`src/rtl/ipt_pkg.sv`:
```
package ipt_pkg;
   localparam int MAX_PROC   = 4;
   localparam int REQ_LSB    = 12;
   localparam int IPICLR_LSB = 8;
   localparam int TMRCLR_LSB = 4;
   localparam int NXM_BIT    = 28;
   localparam int RD_IPI_LSB = 8;
   localparam int RD_TMR_LSB = 4;

   typedef enum logic [1:0] {
      SEL_CTRL    = 2'd0,
      SEL_IPI_VEC = 2'd1,
      SEL_TMR_VEC = 2'd2,
      SEL_IPI_SET = 2'd3
   } ipt_sel_e;

   typedef logic [MAX_PROC-1:0] proc_vec_t;
endpackage

```
`src/rtl/ipt_pend_vec.sv`:
```
module ipt_pend_vec
   import ipt_pkg::*;
#(
   parameter int NPROC      = 4,
   parameter bit CLEAR_WINS = 1'b1
) (
   input  logic      clk,
   input  logic      rst_n,
   input  proc_vec_t set_i,
   input  proc_vec_t clr_i,
   output proc_vec_t pend_o,
   output logic      dup_o
);
   localparam proc_vec_t PRESENT = proc_vec_t'((1 << NPROC) - 1);

   proc_vec_t pend_q;
   proc_vec_t pend_d;
   proc_vec_t set_m;

   assign set_m = set_i & PRESENT;

   generate
      if (CLEAR_WINS) begin : g_clear_last
         always_comb pend_d = ((pend_q | set_m) & ~clr_i) & PRESENT;
      end else begin : g_set_last
         always_comb pend_d = ((pend_q & ~clr_i) | set_m) & PRESENT;
      end
   endgenerate

   always_ff @(posedge clk) begin
      if (!rst_n) pend_q <= '0;
      else        pend_q <= pend_d;
   end

   assign pend_o = pend_q;
   assign dup_o  = |(set_m & pend_q);

   AST_ABSENT_LOW: assert property (@(posedge clk) disable iff (!rst_n)
      (pend_q & ~PRESENT) == '0);
   AST_IDLE_HOLD: assert property (@(posedge clk) disable iff (!rst_n)
      (set_i == '0 && clr_i == '0) |=> $stable(pend_q));

   generate
      if (CLEAR_WINS) begin : g_chk_clear
         AST_CLEAR_WINS: assert property (@(posedge clk) disable iff (!rst_n)
            (clr_i != '0) |=> ((pend_q & $past(clr_i)) == '0));
      end else begin : g_chk_set
         AST_SET_WINS: assert property (@(posedge clk) disable iff (!rst_n)
            (set_m != '0) |=> ((pend_q & $past(set_m)) == $past(set_m)));
      end
   endgenerate
endmodule

```
`src/rtl/ipt_wr_decode.sv`:
```
module ipt_wr_decode
   import ipt_pkg::*;
#(
   parameter int DATA_W = 32
) (
   input  logic              wr_en,
   input  ipt_sel_e          sel,
   input  logic [DATA_W-1:0] wdata,
   output proc_vec_t         ipi_set,
   output proc_vec_t         ipi_clr,
   output proc_vec_t         tmr_clr,
   output logic              bad_wr
);
   proc_vec_t f_req, f_ipiclr, f_tmrclr, f_low;
   logic      nxm;

   assign f_req    = wdata[REQ_LSB    +: MAX_PROC];
   assign f_ipiclr = wdata[IPICLR_LSB +: MAX_PROC];
   assign f_tmrclr = wdata[TMRCLR_LSB +: MAX_PROC];
   assign f_low    = wdata[0 +: MAX_PROC];
   assign nxm      = wdata[NXM_BIT];

   always_comb begin
      ipi_set = '0;
      ipi_clr = '0;
      tmr_clr = '0;
      bad_wr  = 1'b0;
      if (wr_en) begin
         unique case (sel)
            SEL_CTRL: begin
               ipi_set = f_req;
               ipi_clr = f_ipiclr;
               tmr_clr = f_tmrclr;
               bad_wr  = (f_req == '0) && (f_ipiclr == '0) &&
                         (f_tmrclr == '0) && !nxm;
            end
            SEL_IPI_VEC: begin
               ipi_clr = f_low;
               bad_wr  = (f_low == '0);
            end
            SEL_TMR_VEC: begin
               tmr_clr = f_low;
               bad_wr  = (f_low == '0);
            end
            SEL_IPI_SET: begin
               ipi_set = f_low;
               bad_wr  = (f_low == '0);
            end
            default: ;
         endcase
      end
   end
endmodule

```
`src/rtl/ipt_rd_mux.sv`:
```
module ipt_rd_mux
   import ipt_pkg::*;
#(
   parameter int DATA_W = 32
) (
   input  ipt_sel_e          sel,
   input  proc_vec_t         ipi,
   input  proc_vec_t         tmr,
   input  logic [1:0]        cpu_id,
   output logic [DATA_W-1:0] data
);
   always_comb begin
      data = '0;
      unique case (sel)
         SEL_CTRL: begin
            data[RD_IPI_LSB +: MAX_PROC] = ipi;
            data[RD_TMR_LSB +: MAX_PROC] = tmr;
            data[1:0]                    = cpu_id;
         end
         SEL_IPI_VEC: data[0 +: MAX_PROC] = ipi;
         SEL_TMR_VEC: data[0 +: MAX_PROC] = tmr;
         default:     data = '0;
      endcase
   end
endmodule

```
`src/rtl/ipt_unit.sv`:
```
module ipt_unit
   import ipt_pkg::*;
#(
   parameter int NPROC  = 4,
   parameter int DATA_W = 32
) (
   input  logic              clk,
   input  logic              rst_n,
   input  logic              req_valid,
   input  logic              req_write,
   input  logic [1:0]        req_sel,
   input  logic [DATA_W-1:0] req_wdata,
   input  logic [1:0]        req_cpu,
   input  logic              tick,
   output logic              rd_valid,
   output logic [DATA_W-1:0] rd_data,
   output logic [NPROC-1:0]  ipi_irq,
   output logic [NPROC-1:0]  tmr_irq,
   output logic              err_pulse,
   output logic              warn_pulse
);
   generate
      if (NPROC < 1 || NPROC > MAX_PROC) begin : g_bad_nproc
         $error("ipt_unit: NPROC must be between 1 and 4");
      end
      if (DATA_W <= NXM_BIT) begin : g_bad_width
         $error("ipt_unit: DATA_W must exceed the ignored-flag bit");
      end
   endgenerate

   ipt_sel_e           sel;
   proc_vec_t          ipi_set, ipi_clr, tmr_clr, ipi_vec, tmr_vec;
   logic               bad_wr, ipi_dup, tmr_dup;
   logic [DATA_W-1:0]  rd_next;

   assign sel = ipt_sel_e'(req_sel);

   ipt_wr_decode #(.DATA_W(DATA_W)) i_dec (
      .wr_en   (req_valid && req_write),
      .sel     (sel),
      .wdata   (req_wdata),
      .ipi_set (ipi_set),
      .ipi_clr (ipi_clr),
      .tmr_clr (tmr_clr),
      .bad_wr  (bad_wr)
   );

   ipt_pend_vec #(.NPROC(NPROC), .CLEAR_WINS(1'b1)) i_ipi (
      .clk    (clk),
      .rst_n  (rst_n),
      .set_i  (ipi_set),
      .clr_i  (ipi_clr),
      .pend_o (ipi_vec),
      .dup_o  (ipi_dup)
   );

   ipt_pend_vec #(.NPROC(NPROC), .CLEAR_WINS(1'b0)) i_tmr (
      .clk    (clk),
      .rst_n  (rst_n),
      .set_i  ({MAX_PROC{tick}}),
      .clr_i  (tmr_clr),
      .pend_o (tmr_vec),
      .dup_o  (tmr_dup)
   );

   ipt_rd_mux #(.DATA_W(DATA_W)) i_rd (
      .sel    (sel),
      .ipi    (ipi_vec),
      .tmr    (tmr_vec),
      .cpu_id (req_cpu),
      .data   (rd_next)
   );

   always_ff @(posedge clk) begin
      if (!rst_n) begin
         rd_valid   <= 1'b0;
         rd_data    <= '0;
         err_pulse  <= 1'b0;
         warn_pulse <= 1'b0;
      end else begin
         rd_valid   <= req_valid && !req_write;
         if (req_valid && !req_write) rd_data <= rd_next;
         err_pulse  <= bad_wr;
         warn_pulse <= ipi_dup;
      end
   end

   assign ipi_irq = ipi_vec[NPROC-1:0];
   assign tmr_irq = tmr_vec[NPROC-1:0];

   logic unused_ok;
   assign unused_ok = tmr_dup;

   AST_RD_AFTER_REQ: assert property (@(posedge clk) disable iff (!rst_n)
      rd_valid |-> $past(req_valid && !req_write));
   AST_ERR_AFTER_WRITE: assert property (@(posedge clk) disable iff (!rst_n)
      err_pulse |-> $past(req_valid && req_write));
   AST_WARN_AFTER_REQ: assert property (@(posedge clk) disable iff (!rst_n)
      warn_pulse |-> $past(req_valid && req_write && req_sel != 2'd1 && req_sel != 2'd2));
endmodule

```
`config.mk`:
```
export PLATFORM = sky130hd
export DESIGN_NAME = ipt_unit
export DESIGN_NICKNAME = d
export VERILOG_FILES = /design/src/rtl/ipt_pkg.sv /design/src/rtl/ipt_pend_vec.sv /design/src/rtl/ipt_wr_decode.sv /design/src/rtl/ipt_rd_mux.sv /design/src/rtl/ipt_unit.sv
export SDC_FILE = /design/constraint.sdc
export NUM_CORES = 1
export LEC_CHECK = 0
export BUFFER_PORTS_ARGS = -buffer_cell sky130_fd_sc_hd__buf_2
export CORE_UTILIZATION = 35
export CTS_CLUSTER_DIAMETER = 80
export CTS_CLUSTER_SIZE = 30
export DETAILED_ROUTE_END_ITERATION = 8
export GPL_TIMING_DRIVEN = 0
export PLACE_DENSITY_LB_ADDON = 0.15
export SLEW_MARGIN = 20
export SYNTH_ARGS = -nofsm -noshare
export SYNTH_HDL_FRONTEND = slang
export SYNTH_SLANG_ARGS = --single-unit
```
`constraint.sdc`:
```
create_clock -name clk -period 1.37 [get_ports clk]
set_clock_uncertainty 0.05 [all_clocks]
set_input_delay 0 -clock clk [delete_from_list [all_inputs] [get_ports clk]]
set_output_delay 0 -clock clk [all_outputs]
set_load 0.005 [all_outputs]
```
# Yosys cells after proc, flatten, opt, wreduce, memory -nomap -nowiden
# Index checks and enable logic that the tools add are counted.
[totals] reg_bits=23 latchBits=0 ram_bits=0 romBits=0 elab_cells=41 memories=0
[classes] n_addsub=0 multipliers=0 n_div=0 n_lt_le_gt_ge=0 eq_ne=3 shift=0 mux=10 bitwise_logic=7 n_reduce_logical=15
[op_table] operator="4-bit case mux with 2 select lines" count=3
[op_table] operator="4-bit logical NOT" count=4
[op_table] operator="4-bit AND" count=3
[op_table] operator="4-bit 2-to-1 mux" count=3
[op_table] operator="8-bit 2-to-1 mux" count=1
[op_table] operator="4-bit NOT" count=2
[op_table] operator="4-bit bitwise OR" count=2
[op_table] operator="2-bit case mux with 3 select lines" count=1
[op_table] operator="1-bit logical AND" count=5
[op_table] operator="2-bit equality test (second input constant)" count=2
[op_table] operator="2-bit case mux with 2 select lines" count=1
[op_table] operator="4-bit OR reduction" count=1
[op_table] operator="3-bit OR reduction" count=1
[op_table] operator="2-bit by 1-bit equality test with 1-bit output (second input constant)" count=1
[op_table] operator="1-bit logical NOT" count=2
[op_table] operator="2-bit logical NOT" count=1
[op_table] operator="1-bit case mux with 2 select lines" count=1
[op_table] operator="2-bit AND reduction" count=1

# Longest topological paths before layout
[logic_depth] word_depth=6 ltp_mapped=6

# Hierarchy
# A second synthesis with hierarchy kept.
[unflattened] hier_cells=262 hier_area_um2=2364.8
[by_module_without_submodules] mod="ipt_unit" instances=1 cells_per_inst=147 area_each_um2=1413.9
[by_module_without_submodules] mod="ipt_rd_mux" instances=1 cells_per_inst=43 area_each_um2=316.6
[by_module_without_submodules] mod="ipt_wr_decode" instances=1 cells_per_inst=42 area_each_um2=316.6
[by_module_without_submodules] mod="ipt_pend_vec (i_ipi)" instances=1 cells_per_inst=15 area_each_um2=163.9
[by_module_without_submodules] mod="ipt_pend_vec (i_tmr)" instances=1 cells_per_inst=15 area_each_um2=153.9

# Worst setup path before layout
# OpenSTA, ideal clock, no wires.
[synth_timing] path_type="input to register" startpoint="input req_sel[0]" endpoint="register warn_pulse" setup_time_ns=0.120 arrival_ns=0.984 slack_ns=0.216 stages=6 n_path_buf=1 path_cell_list="inv_1 > ha_1 > buf_6 > a22oi_1 > o22ai_1 > o31a_1"
[synth_between] elab_chain_cells=5
[synth_rtl] item="start, declared" line_no="ipt_unit.sv:11" source="input logic [1:0] req_sel,"
[synth_rtl] item="2-bit equality test / 2-bit logical NOT (equally long branches)" line_no="ipt_wr_decode.sv:29" source="unique case (sel)"
[synth_rtl] item="4-bit case mux with 2 select lines (*)" line_no="ipt_wr_decode.sv:29"
[synth_rtl] item="4-bit 2-to-1 mux (*)" line_no="ipt_wr_decode.sv:28" source="if (wr_en) begin"
[synth_rtl] item="4-bit AND (*)" line_no="ipt_pend_vec.sv:36" source="assign dup_o = |(set_m & pend_q);"
[synth_rtl] item="4-bit OR reduction (*)" line_no="ipt_pend_vec.sv:36"
[synth_rtl] item="end signal, assigned" line_no="ipt_unit.sv:84" source="warn_pulse <= ipi_dup;"
[synth_rtl] item="end, declared" line_no="ipt_unit.sv:20" source="output logic warn_pulse"
# Mark *: on every way between the ends. The rest lies on a longest branch, timed or not.
# A chain may end at the register's enable or synchronous reset.

# Worst setup path after layout
# Ends and elaborated chain as after synthesis.

==> flow_metrics.py <==
metrics = {
    "synth": {
        "ys_types": 31,
        "yosys_warnings": 0,
        "syn_area_mm2": 0.00134,
        "synth_cells": 150,
        "syn_avg_cell_area_um2": 8.93,
        "ys_ff_latch": 23,
        "synth_async_sr_flop_share": 0,
        "synth_edf_count": 0,
        "ys.flop_type": "dfxtp_1",
        "synth-seq-area-share": 0.344,
    },
    "cells_and_area": {
        "n_antenna_cell": 0,
        "final_cell_area_mm2": 0.00180,
        "final_cell_mix": "buf_2, dfxtp_1, buf_4, conb_1, nand2_1",
        "syn2layout_area_growth_pct": 34.2,
        "final_common_cell": "buf_2",
        "fin_util": 0.491,
        "drive_above_1_share": 0.378,
        "final_nets": 273,
        "fillers": 390,
    },
    "floorplan": {
        "start_util": 0.366,
        "die_x_um": 63.9,
        "io_pins": 84,
        "rows": 22,
        "coreArea_mm2": 0.00366,
        "dieHeight_um": 63.9,
        "dieArea_mm2": 0.00408,
    },
    "global_routing": {
        "antenna_found_initial": 0,
        "grt_max_degree": 14,
        "track_usage": 0.166,
        "gr-total-overflow": 0,
        "grt_pass1_vias": 1112,
        "grt_pass1_wl_um": 5280,
    },
    "critical_path": {
        "crit_fanout": 10,
        "critPathTopFamily": "simple AND/OR/NAND/NOR gates",
        "critical_path.cell_chain": "buf_2 -> inv_1 -> ha_1 -> buf_6 -> a22oi_1 -> nor4b_1 -> o31a_1",
        "rr_startpoint": "i_ipi.pend_o[0]",
        "reg2reg_depth": 3,
        "crit_buf_inv": 3,
        "rrSetupSlack_ns": 0.21,
        "crit_type": "input port to flip-flop",
        "max_stage_delay_ns": 0.40,
        "worstSetupEndpointType": "flip-flop",
        "slowest_stage": "nor4b_1",
        "cp_data_arrival_time_ns": 1.33,
        "timing.rr.end": "rd_data[0]",
        "crit_path_start_kind": "input port",
        "required_ns": 1.52,
    },
    "timing": {
        "setup_viol": 0,
        "period_minus_slack_ns": 1.18,
        "drv_slew": 0,
        "period_share": 0.860,
        "max_freq_ghz": 0.849,
        "rsz0062_at_grt": "no",
        "tns_ns": 0,
        "hold_violations": 0,
    },
    "hold_path": {
        "min_path_cells": 4,
        "hold_path_end": "err_pulse",
        "min_path_type": "input port to flip-flop",
        "worstHoldStart": "req_wdata[10]",
    },
    "place": {
        "gp_congestion": 0.794,
        "port_buffers": 48,
        "postPlaceCellArea_mm2": 0.00171,
        "dp_hpwl_um": 2610,
    },
    "run": {
        "max-cap-violations": 0,
    },
    "clock_network": {
        "cts.htree.levels": 1,
        "cts_tree": "done",
        "ctsRootBufferMaster": "clkbuf_8",
        "cts.clk_slew.worst_paths_ns": 0.08,
        "cts_resized": 0,
        "cts_sinks": 23,
        "clkLatencyLatePin_ns": 0.26,
        "clockBufferDepth": 2,
        "cts_setup_buffers": 0,
        "cts_buffers": 3,
    },
    "status": {
        "status": "completed",
    },
    "routing": {
        "antenna_left": 0,
        "vias": 1293,
        "drtPass1Iterations": 4,
        "via_per_inst": 4.74,
        "drt_iter0_markers": 51,
        "route.detailed.drc": 0,
        "totalWireLength_um": 3290,
        "post_drt_wl_per_cell_um": 12.1,
    },
    "power": {
        "max-vdd-ir-drop_v": 0.000369,
        "power.density_mw_per_mm2": 777,
        "p_leak_nw": 0.849,
    },
}
==> through the flow <==
step                setup WS, ns  power, mW  hold slack [ns]  instances
floorplan                  0.216      0.886           0.0738        169
global placement         -0.0877      0.991            0.214        265
detailed placement       -0.0685      0.989            0.215        265
CTS                        0.189       1.41         0.000761        273
global route              0.0917       1.48           0.0156        273
finish                     0.192       1.40          0.00614        273
==> what timing repair did <==
action                                 4_1_cts  5_1_grt
hold buffers                                 4        0
endpoints found under the hold margin        8        0
setup endpoints to repair                    0        0
==> sequential cells by signal (all words and copies together), names as in the netlist <==
name / flops
rd_valid: 1
rd_data: 12
i_ipi.pend_o: 4
i_tmr.pend_o: 4
err_pulse: 1
warn_pulse: 1
==> worst min-delay path: stages <==
cell and delay [ns]:
buf_2 0.10, nor2_1 0.04, nand4_1 0.06, a21oi_1 0.07
==> logic make-up after synthesis <==
group,synth area share
adders and majority gates,0.0560
AOI/OAI and AO/OA,0.256
and+or+nand+nor,0.177
DFF,0.344
buffers and inverters,0.164
other,0.00280
==> per-layer routing <==
layer	part of all wire	wire length [um]	global-route usage
met5	0	0	0
met4	0.0088	29	0.0682
met3	0.080	262	0.0179
met2	0.44	1430	0.247
met1	0.48	1570	0.240
==> synth_stat cells, types with 3 or more instances <==
| master | count | share of area |
|---|---|---|
| a21boi_0 | 10 | 0.056 |
| a22oi_1 | 12 | 0.067 |
| buf_2 | 5 | 0.019 |
| buf_4 | 21 | 0.12 |
| dfxtp_1 | 23 | 0.34 |
| ha_1 | 6 | 0.056 |
| nand2_1 | 13 | 0.036 |
| nand3_1 | 11 | 0.041 |
| nor3_1 | 5 | 0.019 |
| nor4b_1 | 3 | 0.020 |
| o21a_1 | 8 | 0.045 |
| o221a_2 | 4 | 0.034 |
==> final cells by class <==
| class | instances | area [um2] | share of cell area |
|---|---|---|---|
| timing repair buffer | 52 | 280 | 0.156 |
| clock buffer | 3 | 41.3 | 0.0230 |
| sequential | 23 | 460 | 0.256 |
| inverter | 2 | 7.51 | 0.00418 |
| multi-input combinational | 114 | 731 | 0.406 |
| tap | 48 | 60.1 | 0.0334 |
| clock inverter | 1 | 5.00 | 0.00278 |
| buffer | 30 | 213 | 0.118 |
==> worst max-delay path by stage <==
| stage | start | to | slack [ns] | cells past startpoint |
|---|---|---|---|---|
| after floorplan | req_sel[0] | warn_pulse | 0.22 | 6 |
| after global placement | req_sel[0] | warn_pulse | -0.09 | 7 |
| after detailed placement | req_sel[0] | warn_pulse | -0.07 | 7 |
| after CTS | i_ipi.pend_o[0] | rd_data[0] | 0.19 | 3 |
| after global routing | req_sel[0] | warn_pulse | 0.09 | 7 |
| final | req_sel[0] | warn_pulse | 0.19 | 7 |
==> report_power, final <==
group	internal [mW]	switching, mW
Combinational	0.144	0.140
Clock	0.203	0.208
Sequential	0.685	0.0174
Total	1.03	0.365
No activity file was read; power rests on OpenSTA's default activity.
